--- config.mk ---
export PLATFORM = sky130hd
export DESIGN_NAME = audio_serial_rx
export DESIGN_NICKNAME = d
export VERILOG_FILES = /design/src/rtl/arx_pkg.sv /design/src/rtl/arx_edge_sync.sv /design/src/rtl/arx_word_shift.sv /design/src/rtl/arx_frame_commit.sv /design/src/rtl/audio_serial_rx.sv
export SDC_FILE = /design/constraint.sdc
export NUM_CORES = 1
export LEC_CHECK = 0
export BUFFER_PORTS_ARGS = -buffer_cell sky130_fd_sc_hd__buf_2
export CELL_PAD_IN_SITES_DETAIL_PLACEMENT = 0
export CELL_PAD_IN_SITES_GLOBAL_PLACEMENT = 1
export CORE_MARGIN = 2
export CORE_UTILIZATION = 50
export CTS_BUF_LIST = sky130_fd_sc_hd__clkbuf_4
export DETAILED_ROUTE_END_ITERATION = 6
export GPL_TIMING_DRIVEN = 0
export PLACE_DENSITY_LB_ADDON = 0.05
export SYNTH_ARGS = -nofsm -noshare
export SYNTH_HDL_FRONTEND = slang
export SYNTH_SLANG_ARGS = --single-unit
--- constraint.sdc ---
create_clock -name clk -period 1.9 [get_ports clk]
set_input_delay 0.57 -clock clk [delete_from_list [all_inputs] [get_ports clk]]
set_output_delay 0.57 -clock clk [all_outputs]
set_load 0.01 [all_outputs]
--- src/rtl/arx_pkg.sv ---
package arx_pkg;
  localparam int unsigned SAMPLE_W = 18;
  localparam int unsigned SHORT_W  = 16;
  localparam int unsigned PAD_W    = SAMPLE_W - SHORT_W;

  typedef logic [SAMPLE_W-1:0] sample_t;

  typedef struct packed {
    logic wide;
    logic lsb_first;
  } fmt_t;
endpackage

--- src/rtl/arx_edge_sync.sv ---
module arx_edge_sync #(
  parameter int unsigned STAGES = 2
) (
  input  logic clk,
  input  logic rst,
  input  logic bck_raw,
  input  logic lrck_raw,
  input  logic dat_raw,
  output logic bit_stb,
  output logic bit_val,
  output logic lr_val
);
  localparam int unsigned LAST = STAGES - 1;

  // bit 2: bit clock, bit 1: left/right clock, bit 0: data
  logic [2:0] stg [STAGES];
  logic       bck_d;
  logic       rise;

  always_ff @(posedge clk) begin
    if (rst) stg[0] <= '0;
    else     stg[0] <= {bck_raw, lrck_raw, dat_raw};
  end

  for (genvar i = 1; i < STAGES; i++) begin : g_stage
    always_ff @(posedge clk) begin
      if (rst) stg[i] <= '0;
      else     stg[i] <= stg[i-1];
    end
  end

  assign rise = stg[LAST][2] & ~bck_d;

  always_ff @(posedge clk) begin
    if (rst) begin
      bck_d   <= 1'b0;
      bit_stb <= 1'b0;
      bit_val <= 1'b0;
      lr_val  <= 1'b0;
    end else begin
      bck_d   <= stg[LAST][2];
      bit_stb <= rise;
      if (rise) begin
        bit_val <= stg[LAST][0];
        lr_val  <= stg[LAST][1];
      end
    end
  end


  strobe_gap_chk: assert property (@(posedge clk) disable iff (rst)
    bit_stb |=> !bit_stb);

endmodule

--- src/rtl/arx_word_shift.sv ---
module arx_word_shift
  import arx_pkg::*;
(
  input  logic    clk,
  input  logic    rst,
  input  logic    bit_stb,
  input  logic    bit_val,
  input  fmt_t    fmt,
  output sample_t word
);
  logic [SAMPLE_W-1:0] sh;
  logic [SAMPLE_W-1:0] rev_full;
  logic [SHORT_W-1:0]  rev_short;

  always_ff @(posedge clk) begin
    if (rst)          sh <= '0;
    else if (bit_stb) sh <= {sh[SAMPLE_W-2:0], bit_val};
  end

  // newest bit sits in sh[0]; reversed views serve least-significant-first order
  for (genvar j = 0; j < SAMPLE_W; j++) begin : g_rev_full
    assign rev_full[j] = sh[SAMPLE_W-1-j];
  end

  for (genvar k = 0; k < SHORT_W; k++) begin : g_rev_short
    assign rev_short[k] = sh[SHORT_W-1-k];
  end

  always_comb begin
    case ({fmt.wide, fmt.lsb_first})
      2'b10:   word = sh;
      2'b11:   word = rev_full;
      2'b00:   word = {sh[SHORT_W-1:0], {PAD_W{1'b0}}};
      default: word = {rev_short, {PAD_W{1'b0}}};
    endcase
  end


  shift_take_chk: assert property (@(posedge clk) disable iff (rst)
    bit_stb |=> (sh[0] == $past(bit_val)) &&
                (sh[SAMPLE_W-1:1] == $past(sh[SAMPLE_W-2:0])));

endmodule

--- src/rtl/arx_frame_commit.sv ---
module arx_frame_commit
  import arx_pkg::*;
(
  input  logic    clk,
  input  logic    rst,
  input  logic    bit_stb,
  input  logic    lr_val,
  input  sample_t word,
  output sample_t left_smp,
  output sample_t right_smp,
  output logic    frame_vld
);
  logic    lr_q;
  logic    left_ok;
  sample_t left_hold;
  logic    edge_seen;

  assign edge_seen = bit_stb && (lr_val != lr_q);

  always_ff @(posedge clk) begin
    if (rst) begin
      lr_q      <= 1'b0;
      left_ok   <= 1'b0;
      left_hold <= '0;
      left_smp  <= '0;
      right_smp <= '0;
      frame_vld <= 1'b0;
    end else begin
      frame_vld <= 1'b0;
      if (bit_stb) lr_q <= lr_val;
      if (edge_seen) begin
        if (lr_q) begin
          // falling transition closes a left half
          left_hold <= word;
          left_ok   <= 1'b1;
        end else if (left_ok) begin
          // rising transition closes a right half and commits the pair
          left_smp  <= left_hold;
          right_smp <= word;
          frame_vld <= 1'b1;
          left_ok   <= 1'b0;
        end
      end
    end
  end


  vld_pulse_chk: assert property (@(posedge clk) disable iff (rst)
    frame_vld |=> !frame_vld);


  smp_hold_chk: assert property (@(posedge clk) disable iff (rst)
    !frame_vld |-> ($stable(left_smp) && $stable(right_smp)));


  vld_in_left_chk: assert property (@(posedge clk) disable iff (rst)
    frame_vld |-> lr_q);

endmodule

--- src/rtl/audio_serial_rx.sv ---
module audio_serial_rx
  import arx_pkg::*;
#(
  parameter int unsigned SYNC_STAGES = 2
) (
  input  logic                clk,
  input  logic                rst,
  input  logic                bck_in,
  input  logic                dat_in,
  input  logic                lrck_in,
  input  logic                cfg_wide,
  input  logic                cfg_lsb_first,
  output logic [SAMPLE_W-1:0] left_smp,
  output logic [SAMPLE_W-1:0] right_smp,
  output logic                frame_vld
);
  logic    bit_stb;
  logic    bit_val;
  logic    lr_val;
  fmt_t    fmt;
  sample_t word;

  assign fmt.wide      = cfg_wide;
  assign fmt.lsb_first = cfg_lsb_first;

  arx_edge_sync #(.STAGES(SYNC_STAGES)) u_sync (
    .clk      (clk),
    .rst      (rst),
    .bck_raw  (bck_in),
    .lrck_raw (lrck_in),
    .dat_raw  (dat_in),
    .bit_stb  (bit_stb),
    .bit_val  (bit_val),
    .lr_val   (lr_val)
  );

  arx_word_shift u_shift (
    .clk     (clk),
    .rst     (rst),
    .bit_stb (bit_stb),
    .bit_val (bit_val),
    .fmt     (fmt),
    .word    (word)
  );

  arx_frame_commit u_commit (
    .clk       (clk),
    .rst       (rst),
    .bit_stb   (bit_stb),
    .lr_val    (lr_val),
    .word      (word),
    .left_smp  (left_smp),
    .right_smp (right_smp),
    .frame_vld (frame_vld)
  );


  short_pad_chk: assert property (@(posedge clk) disable iff (rst)
    (frame_vld && !$past(cfg_wide)) |-> (right_smp[PAD_W-1:0] == '0));

endmodule

Yosys cells after proc, flatten, opt, wreduce, memory -nomap -nowiden
Memories as Yosys holds them, arrays and structs flattened.
Index checks and enable logic that the tools add are counted.
- reduce and logical (&&, ||, !) cells: 5
- $lt $le $gt $ge: 0
- div/mod/pow operators: 0
- multipliers: 0
- equal/unequal tests: 3
- muxes and demuxes: 8
- bitwise operators: 6
- shift operators: 0
- add/subtract/negate cells: 0
- operators with widths (cell ; number):
    18-bit one-hot mux with 3 select lines ; 1
    3-bit two-way mux ; 2
    1-bit two-way mux ; 5
    2-bit == test, second input constant ; 2
    1-bit inverter ; 3
    3-bit AND reduction ; 1
    3-bit OR reduction ; 1
    2-bit zero test ; 1
    1-bit OR ; 2
    2-bit AND reduction ; 1
    1-bit AND ; 1
    1-bit logical AND ; 1
    1-bit inequality test ; 1
- memories kept: 1
- latch bits: 0
- bits of input ports: 7
- bits in read-only memories: 0
- flip-flop bits (word level): 79
- bits in writable memories: 6
- logic and storage cells: 34
- memories (name ; depth ; width ; rd ports ; clocked after Yosys merged registers in ; write ports ; line ; text):
    u_sync.stg ; 2 ; 3 ; 2 ; 0 ; 2 ; arx_edge_sync.sv:16 ; logic [2:0] stg [STAGES];

Depth between registers and ports, before layout
Gate-level depths: netlist (run 1).
- depth after elaboration: 4
- mapped depth: 5
- mapped depth without buffers: 3

By module
From an unflattened synthesis (run 1), not the netlist that was laid out.
- cells, all modules: 390
- area total of the unflattened synthesis: 3469.6 um^2
- by module, submodules not included (module ; instances ; cells each ; area an instance (um^2)):
    arx_frame_commit ; 1 ; 248 ; 2085.8
    arx_word_shift ; 1 ; 116 ; 1033.5
    arx_edge_sync ; 1 ; 26 ; 350.3

Least setup slack after synthesis (run 1)
OpenSTA, ideal clock, no wires.
- kind: in2reg
- start: in cfg_lsb_first
- end: reg u_commit.left_hold[5]
- arrival: 1258 ps
- stages: 4
- slack: 555 ps
- path through: buf_2 clkbuf_1 a21o_1 o31ai_1
- cells in the longest elaborated chain, start to end: 2
- elaborated cells on any way between the ends: 4
- those cells by class: eq/ne (2); mux (1); reduce/logical (1)
- ends and longest elaborated chain (what ; line ; text):
    start, declared ; audio_serial_rx.sv:12 ; input logic cfg_lsb_first,
    2-bit == test / 2-bit zero test (equally long branches) ; arx_word_shift.sv:30 ; case ({fmt.wide, fmt.lsb_first})
    18-bit one-hot mux with 3 select lines * ; arx_word_shift.sv:30 ;
    end signal, assigned ; arx_frame_commit.sv:34 ; left_hold <= word;
    end, declared ; arx_frame_commit.sv:15 ; sample_t left_hold;
Mark *: on every way between the ends. The rest lies on a longest branch, timed or not.
A chain may end at the register's enable or synchronous reset.

Final worst setup path (run 1)
- start: reg u_commit.right_smp[5]
- end: out right_smp[5]
- RTL lines (what ; line ; text):
    start, declared ; arx_frame_commit.sv:10 ; output sample_t right_smp,
    start signal, assigned ; arx_frame_commit.sv:39 ; right_smp <= word;
    end, declared ; audio_serial_rx.sv:14 ; output logic [SAMPLE_W-1:0] right_smp,
No word-level cell between the ends.

==> metrics.md, run 1 <==
| Metric | Value |
|---|---|
| Status | `completed` |
| Initial core utilization | `51.2%` |
| DR WL met2 | `3530 um` |
| Min-delay worst type | `input pin to flip-flop` |
| Fmax | `658 MHz` |
| Synth Flop Type | `dfxtp_1` |
| Hold Path Depth | `2` |
| M1 WL | `3960 um` |
| Period utilization | `80.0%` |
| Avg Cell Area, Syn | `9.97 um^2` |
| Worst path top cell family by delay | `flip-flops` |
| Worst r2r path cells | `4` |
| Clock skew | `15.7 ps` |
| Gate Count Post-Synth | `371` |
| Routed WL | `7850 um` |
| GPL Wtd Cong | `0.793` |
| DIE AREA | `8100 um^2` |
| # fillers | `691` |
| Max incr delay on CP | `390 ps` |
| Max-Cap Viols | `0` |
| Post-place instance area | `4030 um^2` |
| R2r startpoint | `u_commit.lr_q` |
| Internal reg-to-reg setup slack | `590 ps` |
| Yosys reg bits | `85` |
| CTS Buf Count | `9` |
| Initial DRC Count | `119` |
| Gr usage total | `20.1%` |
| Yosys cell types | `26` |
| Worst-Skew Late Latency | `420 ps` |
| Post-synthesis sequential area ratio | `46.0%` |
| Cell Area, Synth | `3700 um^2` |
| Ant diodes | `0` |
| Final non-filler cell area | `4170 um^2` |
| Final setup violation count | `0` |
| Yosys top cell by area | `dfxtp_1` |
| Static leakage | `0.00165 uW` |
| Post-layout min period | `1520 ps` |
| CTS sink count | `85` |
| Setup repair after global routing missed its margin | `no` |
| Largest net degree at the start of global routing | `16` |
| Rel. slew slack | `70.0%` |
| Top cell type's share of synthesized area | `46.0%` |
| GRT Residual Overflow | `0` |
| Post-CTS Hold Buffers | `0` |
| Slew Limit Fails | `0` |
| Clock-pin slew on the worst setup and hold paths | `140 ps` |
| Die Ht | `90.0 um` |
| Core Area | `7210 um^2` |
| WL met3 | `268 um` |
| Dpl hpwl | `5940 um` |
| Via density | `5.10` |
| Crit-path cells | `buf_2` |
| Via count | `2686` |
| Setup Fix Bufs, Post-CTS | `0` |
| DRT antenna net count | `0` |
| # rows | `31` |
| Top post-synthesis cells by area | `dfxtp_1, nand3b_1, mux2i_1` |
| Setup TNS | `0 ps` |
| R2R Path End | `u_commit.right_smp[13]` |
| Ys async rst share | `0%` |
| Endpoints failing hold | `0` |
| Width of the die | `90.0 um` |
| First-pass GRT wire length | `13100 um` |
| DR top layer | `met4` |
| Worst hold start | `dat_in` |
| Worst-path fanout max | `2` |
| Io pins | `44` |
| Nets@finish | `430` |
| Crit path kind | `flip-flop to primary output` |
| Port bufs | `41` |
| CTS tree | `yes` |
| Ratio of cells with drive above 1 in the final layout | `28.7%` |
| H-tree Lvls | `3` |
| Initial antenna violation count | `0` |
| Hold slack | `350 ps` |
| Worst path slowest cell | `dfxtp_1` |
| Residual DRC | `0` |
| Post-synth EDFFs | `0` |
| Worst Hold Path EP | `u_sync.stg[0][0]` |
| Clock Tree Buf Depth | `2` |
| Worst Path Arrival | `950 ps` |
| Drt wl/cell | `14.9 um` |
| Vias in the first global route | `2590` |
| Ys Warns | `0` |
| CTS-repair resized insts | `0` |
| Critical Path RT | `1330 ps` |
| Least-Margin Pin Slew | `450 ps` |
| Syn nets | `378` |
| Drt pass-1 iters | `4` |
| Clock Tree Root | `clkbuf_4` |
| Crit. End Element | `primary output` |
| Area grow syn2layout | `12.7%` |
| VDD IR max | `0.000438 V` |
| Critical path buffers and inverters | `1` |
| Pwr dens | `724 nW/um^2` |
| Critical Path Start Type | `flip-flop` |
==> cells in the mapped netlist, types with 2 or more instances <==
library cell / count
dfxtp_1: 85
nand2_1: 40
nand3b_1: 34
nor2_1: 23
a21oi_1: 21
mux2i_1: 21
o31ai_1: 20
nor2b_1: 17
a211oi_2: 16
a21o_1: 16
inv_1: 16
o31ai_2: 14
buf_2: 13
and2b_2: 8
clkbuf_1: 7
buf_4: 6
buf_6: 3
mux2_2: 2
nand3_1: 2
==> where the power goes <==
part           leakage (uW)  internal (uW)  total [uW]  switching, uW
clock             0.0000767            409        1050            637
combinational      0.000890           67.1         174            107
sequential         0.000686           1790        1800           5.30
==> state kept, by name, indices dropped and copies added, names as in the netlist <==
| signal | cells |
|---|---|
| u_shift.sh | 18 |
| u_sync.bck_d | 1 |
| u_commit.left_ok | 1 |
| u_commit.lr_q | 1 |
| u_commit.left_hold | 18 |
| u_commit.right_smp | 18 |
| u_sync.bit_stb | 1 |
| u_sync.stg | 6 |
| u_sync.lr_val | 1 |
| u_commit.left_smp | 18 |
| u_sync.bit_val | 1 |
| u_commit.frame_vld | 1 |
==> final cells by class <==
class | instances | area (um^2) | share of cell area (%)
flip-flops and latches | 85 | 1700 | 40.8
repair buffers | 41 | 205 | 4.92
inverters | 16 | 60.1 | 1.44
well taps | 99 | 124 | 2.97
clock inverters | 7 | 73.8 | 1.77
multi-input cells | 239 | 1730 | 41.5
clock buffers | 9 | 67.6 | 1.62
plain buffers | 31 | 205 | 4.92
==> worst max-delay path by stage <==
stage / depth (start not counted) / end / start / slack (ps)
after CTS: 1 / right_smp[5] / u_commit.right_smp[5] / 380
after floorplan: 4 / u_commit.left_hold[5] / cfg_lsb_first / 560
final: 1 / right_smp[5] / u_commit.right_smp[5] / 380
after global routing: 1 / right_smp[13] / u_commit.right_smp[13] / 340
after detailed placement: 4 / u_commit.left_smp[8] / rst / 280
after global placement: 5 / u_commit.right_smp[8] / cfg_wide / 290
==> logic make-up after synthesis <==
logic type,after synthesis,share of synthesized area (%)
multiplexers,23,6.29
flip-flops,85,46.0
buffers and inverters,47,7.17
AO/OA/AOI/OAI,88,20.5
AND/OR/NAND/NOR,128,20.0
==> layer usage <==
metal	global-route usage [%]	vias to the layer above
li1	-	1388
met1	28.2	1250
met2	31.8	40
met3	3.27	8
met4	6.92	0
met5	0	-
==> layout by cell type (no fill, tap or decap), types with 2 or more instances in the layout <==
cell and count:
o31ai_2 14, mux2_2 2, and2b_2 8, a211oi_2 16, inv_6 2, inv_1 16
clkbuf_4 9, clkinv_2 2, a21oi_1 21, o31ai_1 20, nand2_1 40, buf_6 3
nor2b_1 17, dfxtp_1 85, mux2i_1 21, clkbuf_1 7, nand3_1 2, buf_2 54
a21o_1 16, buf_4 6, nand3b_1 34, nor2_1 23
==> worst register-to-register path: cells and delay by family, from the launching register on <==
kind            cells  cell delay [ps]
flops               1              470
simple gates        2              390
buf+inv             1              290
compound gates      1               80
==> per-stage QoR <==
step / power (uW) / utilization [%] / setup WS (ps) / std cells
after CTS: 3050 / 57.8 / 380 / 527
after detailed placement: 2010 / 55.8 / 282 / 511
after floorplan: 1970 / - / 555 / 371
after global routing: 3140 / 57.8 / 344 / 527
after global placement: 2010 / 55.8 / 291 / 511
final: 3020 / 57.8 / 380 / 527
Note: power is estimated with default switching activity, not from simulation.
==> inputs of run 2 (changes only) <==
--- a/config.mk
+++ b/config.mk
@@ -9,7 +9,7 @@
 export CELL_PAD_IN_SITES_DETAIL_PLACEMENT = 0
 export CELL_PAD_IN_SITES_GLOBAL_PLACEMENT = 1
 export CORE_MARGIN = 2
-export CORE_UTILIZATION = 50
+export CORE_UTILIZATION = 47
 export CTS_BUF_LIST = sky130_fd_sc_hd__clkbuf_4
 export DETAILED_ROUTE_END_ITERATION = 6
 export GPL_TIMING_DRIVEN = 0
==> constraint.sdc (replaced) <==
create_clock -name clk -period 1.42 [get_ports clk]
set_input_delay 0.426 -clock clk [delete_from_list [all_inputs] [get_ports clk]]
set_output_delay 0.426 -clock clk [all_outputs]
set_load 0.01 [all_outputs]
==> run 2 against run 1 <==
Largest power group unchanged; flip-flop and latch count unchanged; cell area increased by 0.12%; final cell count up 0.57%; sequential power increased by 33%; sequential share of layout area about the same; critical path depth unchanged; critical path type unchanged; highest routed layer unchanged; routed wire length up 4.3%; largest cell class unchanged; worst setup slack lost 340 ps.
==> metrics.md, run 2 (synthesized netlist as in run 1, its figures left out) <==
| Metric | Value |
|---|---|
| Endpoints failing hold | `0` |
| Pwr dens | `972 nW/um^2` |
| Rel. slew slack | `68.9%` |
| Worst hold start | `dat_in` |
| Setup Fix Bufs, Post-CTS | `0` |
| Worst-path fanout max | `2` |
| DIE AREA | `8590 um^2` |
| Core Area | `7690 um^2` |
| Worst Path Arrival | `950 ps` |
| First-pass GRT wire length | `13700 um` |
| Least-Margin Pin Slew | `467 ps` |
| # fillers | `762` |
| Post-CTS Hold Buffers | `0` |
| Die Ht | `92.7 um` |
| Clock Tree Buf Depth | `2` |
| Internal reg-to-reg setup slack | `130 ps` |
| GRT Residual Overflow | `0` |
| Area grow syn2layout | `12.9%` |
| Residual DRC | `0` |
| Clock network fraction of total power | `34.9%` |
| H-tree Lvls | `3` |
| Min-delay worst type | `input pin to flip-flop` |
| Fmax | `725 MHz` |
| Io pins | `44` |
| Post-Layout Cell Count | `530` |
| Largest net degree at the start of global routing | `16` |
| Nets@finish | `430` |
| Routed WL | `8190 um` |
| Crit path kind | `flip-flop to primary output` |
| Initial antenna violation count | `0` |
| Static leakage | `0.00165 uW` |
| Max incr delay on CP | `390 ps` |
| Critical Path Start Type | `flip-flop` |
| Sw frac | `25.2%` |
| Width of the die | `92.7 um` |
| # rows | `32` |
| Hold Path Depth | `2` |
| Dpl hpwl | `6130 um` |
| Drt wl/cell | `15.4 um` |
| Vias in the first global route | `2614` |
| CTS-repair resized insts | `0` |
| CTS sink count | `85` |
| R2R Path End | `u_commit.right_smp[13]` |
| Setup repair after global routing missed its margin | `no` |
| Internal | `3030 uW` |
| Clock Tree Root | `clkbuf_4` |
| Worst path top cell family by delay | `flip-flops` |
| Initial DRC Count | `88` |
| Sequential power share | `59.3%` |
| CTS tree | `yes` |
| DRT antenna net count | `0` |
| Gr usage total | `20.5%` |
| Final setup violation count | `0` |
| Clock-pin slew on the worst setup and hold paths | `130 ps` |
| GPL Wtd Cong | `0.794` |
| Crit. End Element | `primary output` |
| Most common cell after layout, fill and taps aside | `dfxtp_1` |
| Port bufs | `41` |
| Setup ws final | `40.8 ps` |
| Critical path buffers and inverters | `1` |
| Combinational power share | `5.8%` |
| Post-layout min period | `1380 ps` |
| Worst-Skew Late Latency | `430 ps` |
| Placed Instances | `514` |
| Worst path slowest cell | `dfxtp_1` |
| Critical Path RT | `990 ps` |
| Worst Hold Path EP | `u_sync.stg[0][0]` |
| Period utilization | `97.1%` |
| Most frequent cells in the layout | `dfxtp_1, buf_2, nand2_1` |
| CTS Buf Count | `9` |
| Ratio of cells with drive above 1 in the final layout | `29.0%` |
| Ant diodes | `0` |
| P_sw | `1020 uW` |
| VDD IR max | `0.000566 V` |
| Max-Cap Viols | `0` |
| Clock skew | `15.4 ps` |
| Layout Utilization | `54.3%` |
| Initial core utilization | `48.1%` |
| Crit-path cells | `buf_2` |
| Drt pass-1 iters | `4` |
| Slew Limit Fails | `0` |
| Via count | `2686` |
| Worst r2r path cells | `5` |
| Status | `completed` |
| Via density | `5.07` |
| R2r startpoint | `u_sync.bit_stb` |
| Pre-CTS setup slack | `-76.1 ps` |
## run 2: worst max path at each step
stage / depth (start not counted) / endpoint / start
3_5_place_dp: 4 / u_commit.left_smp[5] / rst
5_1_grt: 1 / right_smp[3] / u_commit.right_smp[3]
4_1_cts: 1 / right_smp[5] / u_commit.right_smp[5]
6_report: 1 / right_smp[5] / u_commit.right_smp[5]
3_3_place_gp: 4 / u_commit.left_smp[9] / rst
2_1_floorplan: 4 / u_commit.left_hold[5] / cfg_lsb_first
## run 2: power groups by stage
stage	clock, uW	combinational (uW)	sequential (uW)
finish	1420	233	2400
global placement	0	234	2460
CTS	1460	235	2410
detailed placement	0	234	2460
global route	1550	257	2410
floorplan	0	178	2460
## run 2: through the flow
step	total power (uW)	TNS, ps	hold WS [ps]	instance area, um^2
final	4060	0	208	4170
after detailed placement	2690	-1140	414	4030
after floorplan	2630	0	392	3700
after global placement	2690	-972	402	4030
after CTS	4100	0	184	4170
after global routing	4210	0	184	4170
## run 2: per-layer routing
metal,up-vias,track usage [%],part of all wire (%)
met5,-,0,0
met4,0,6.62,1.0
met3,8,3.58,3.0
met2,41,30.4,43
met1,1247,30.1,53
li1,1390,-,-
## run 2: layout make-up
class / instances / area, um^2 / area share (%)
clock buffer: 9 / 67.6 / 1.62
inverter: 16 / 60.1 / 1.44
sequential: 85 / 1700 / 40.8
clock inverter: 7 / 73.8 / 1.77
buffer: 31 / 205 / 4.92
tap: 102 / 128 / 3.06
multi-input combinational: 239 / 1730 / 41.5
timing repair buffer: 41 / 205 / 4.92
==> inputs of run 3 (changes only) <==
--- a/config.mk
+++ b/config.mk
@@ -8,9 +8,9 @@
 export BUFFER_PORTS_ARGS = -buffer_cell sky130_fd_sc_hd__buf_2
 export CELL_PAD_IN_SITES_DETAIL_PLACEMENT = 0
 export CELL_PAD_IN_SITES_GLOBAL_PLACEMENT = 1
-export CORE_MARGIN = 2
 export CORE_UTILIZATION = 47
 export CTS_BUF_LIST = sky130_fd_sc_hd__clkbuf_4
+export CTS_CLUSTER_DIAMETER = 50
 export DETAILED_ROUTE_END_ITERATION = 6
 export GPL_TIMING_DRIVEN = 0
 export PLACE_DENSITY_LB_ADDON = 0.05
==> run 3 against run 2 <==
Via count is 1.1% higher; highest routed layer unchanged; worst setup slack lost 4.3 ps; largest cell class unchanged; sequential power about the same; clock power barely moved; power down 0.11%; critical endpoint is now right_smp[4]; critical path depth unchanged; combinational power about the same; flip-flop and latch count unchanged; sequential share of layout area rose by 0.060 points.
==> metrics.md, run 3 (synthesized netlist as in run 1, its figures left out) <==
| Metric | Value |
|---|---|
| Vias in the first global route | `2732` |
| Fmax | `723 MHz` |
| VDD IR max | `0.000489 V` |
| Initial DRC Count | `93` |
| Final non-filler cell area | `4170 um^2` |
| Internal reg-to-reg setup slack | `130 ps` |
| Stages on worst setup path | `1` |
| Critical Path Start Type | `flip-flop` |
| First-pass GRT wire length | `13800 um` |
| Clock skew | `13.2 ps` |
| GRT Residual Overflow | `0` |
| Crit. End Element | `primary output` |
| CTS Buf Count | `9` |
| Ant diodes | `0` |
| Port bufs | `41` |
| H-tree Lvls | `3` |
| Dpl hpwl | `6000 um` |
| Routed WL | `8000 um` |
| Initial core utilization | `49.9%` |
| Nets@finish | `430` |
| DIE AREA | `8230 um^2` |
| Worst Path Arrival | `960 ps` |
| GPL Wtd Cong | `0.757` |
| Max incr delay on CP | `390 ps` |
| Critical path buffers and inverters | `1` |
| Setup Fix Bufs, Post-CTS | `0` |
| Status | `completed` |
| Worst-Skew Late Latency | `430 ps` |
| Period utilization | `97.4%` |
| Max-Cap Viols | `0` |
| Worst path slowest cell | `dfxtp_1` |
| Drt wl/cell | `15.2 um` |
| Io pins | `44` |
| R2R Path End | `u_commit.right_smp[1]` |
| Most frequent cells in the layout | `dfxtp_1, buf_2, nand2_1` |
| Static leakage | `0.00165 uW` |
| R2r startpoint | `u_sync.lr_val` |
| Ratio of cells with drive above 1 in the final layout | `29.4%` |
| Post-place instance area | `4030 um^2` |
| Worst-path fanout max | `2` |
| DRT antenna net count | `0` |
| CP endpoint | `right_smp[4]` |
| Overall Power | `4050 uW` |
| Crit path kind | `flip-flop to primary output` |
| Crit-path cells | `buf_2` |
| Worst r2r path cells | `4` |
| Clock Tree Buf Depth | `2` |
| CTS sink count | `85` |
| Residual DRC | `0` |
| Initial antenna violation count | `0` |
| CTS tree | `yes` |
| Final setup violation count | `0` |
| Min-delay worst type | `input pin to flip-flop` |
| Most common cell after layout, fill and taps aside | `dfxtp_1` |
| Die Ht | `90.7 um` |
| Post-layout min period | `1380 ps` |
| Clock-pin slew on the worst setup and hold paths | `140 ps` |
| Clock Tree Root | `clkbuf_4` |
| Critical Path RT | `990 ps` |
| Setup repair after global routing missed its margin | `no` |
| Pwr dens | `971 nW/um^2` |
| Largest net degree at the start of global routing | `16` |
| Drt pass-1 iters | `4` |
| Crit path from | `u_commit.right_smp[4]` |
| Rel. slew slack | `71.8%` |
| Least-Margin Pin Slew | `423 ps` |
| Via density | `5.15` |
| Width of the die | `90.7 um` |
| Core Area | `7410 um^2` |
| Slew Limit Fails | `0` |
| Endpoints failing hold | `0` |
| # rows | `31` |
| Via count | `2715` |
| Gr usage total | `21.3%` |
| Area grow syn2layout | `12.9%` |
| Worst path top cell family by delay | `flip-flops` |
## run 3: how the worst min path moves through the flow
stage | from | slack [ps] | cells after the start | end
4_1_cts | dat_in | 180 | 2 | u_sync.stg[0][0]
2_1_floorplan | u_sync.bck_d | 390 | 1 | u_sync.bit_stb
3_3_place_gp | u_sync.bck_d | 400 | 1 | u_sync.bit_stb
3_5_place_dp | u_sync.bck_d | 410 | 1 | u_sync.bit_stb
6_report | dat_in | 190 | 2 | u_sync.stg[0][0]
5_1_grt | lrck_in | 200 | 2 | u_sync.stg[0][1]
## run 3: final cells by class
| class | instances | area (um^2) |
|---|---|---|
| fill | 702 | 3240 |
| multi-input combinational | 239 | 1730 |
| sequential | 85 | 1710 |
| buffer | 31 | 208 |
| timing repair buffer | 41 | 205 |
| tap | 99 | 124 |
| clock inverter | 7 | 72.6 |
| clock buffer | 9 | 67.6 |
| inverter | 16 | 60.1 |
## run 3: layer usage
layer | wire, um | track usage, % | share of wire (%)
met1 | 4060 | 29.9 | 51
met2 | 3560 | 33.1 | 45
met3 | 251 | 3.11 | 3.1
met4 | 124 | 7.66 | 1.5
met5 | 0 | 0 | 0
## run 3: repair_timing
action | CTS | global route
hold endpoints to repair | 0 | 0
endpoints found under the setup margin | 0 | 4
hold buffers | 0 | 0
gates resized for setup | 0 | 5
## run 3: through the flow
stage	utilization (%)	setup WS (ps)	std cells	hold slack, ps	setup TNS, ps
after floorplan	-	219	371	392	0
after global placement	54.3	-47.7	511	402	-841
after detailed placement	54.3	-64.4	511	409	-991
after CTS	56.2	21.1	527	180	0
after global routing	56.3	4.43	527	202	0
final	56.3	36.5	527	195	0
## run 3: power breakdown
part           internal [uW]  switching, uW
Sequential              2400           7.34
Clock                    543            869
Combinational           89.8            144
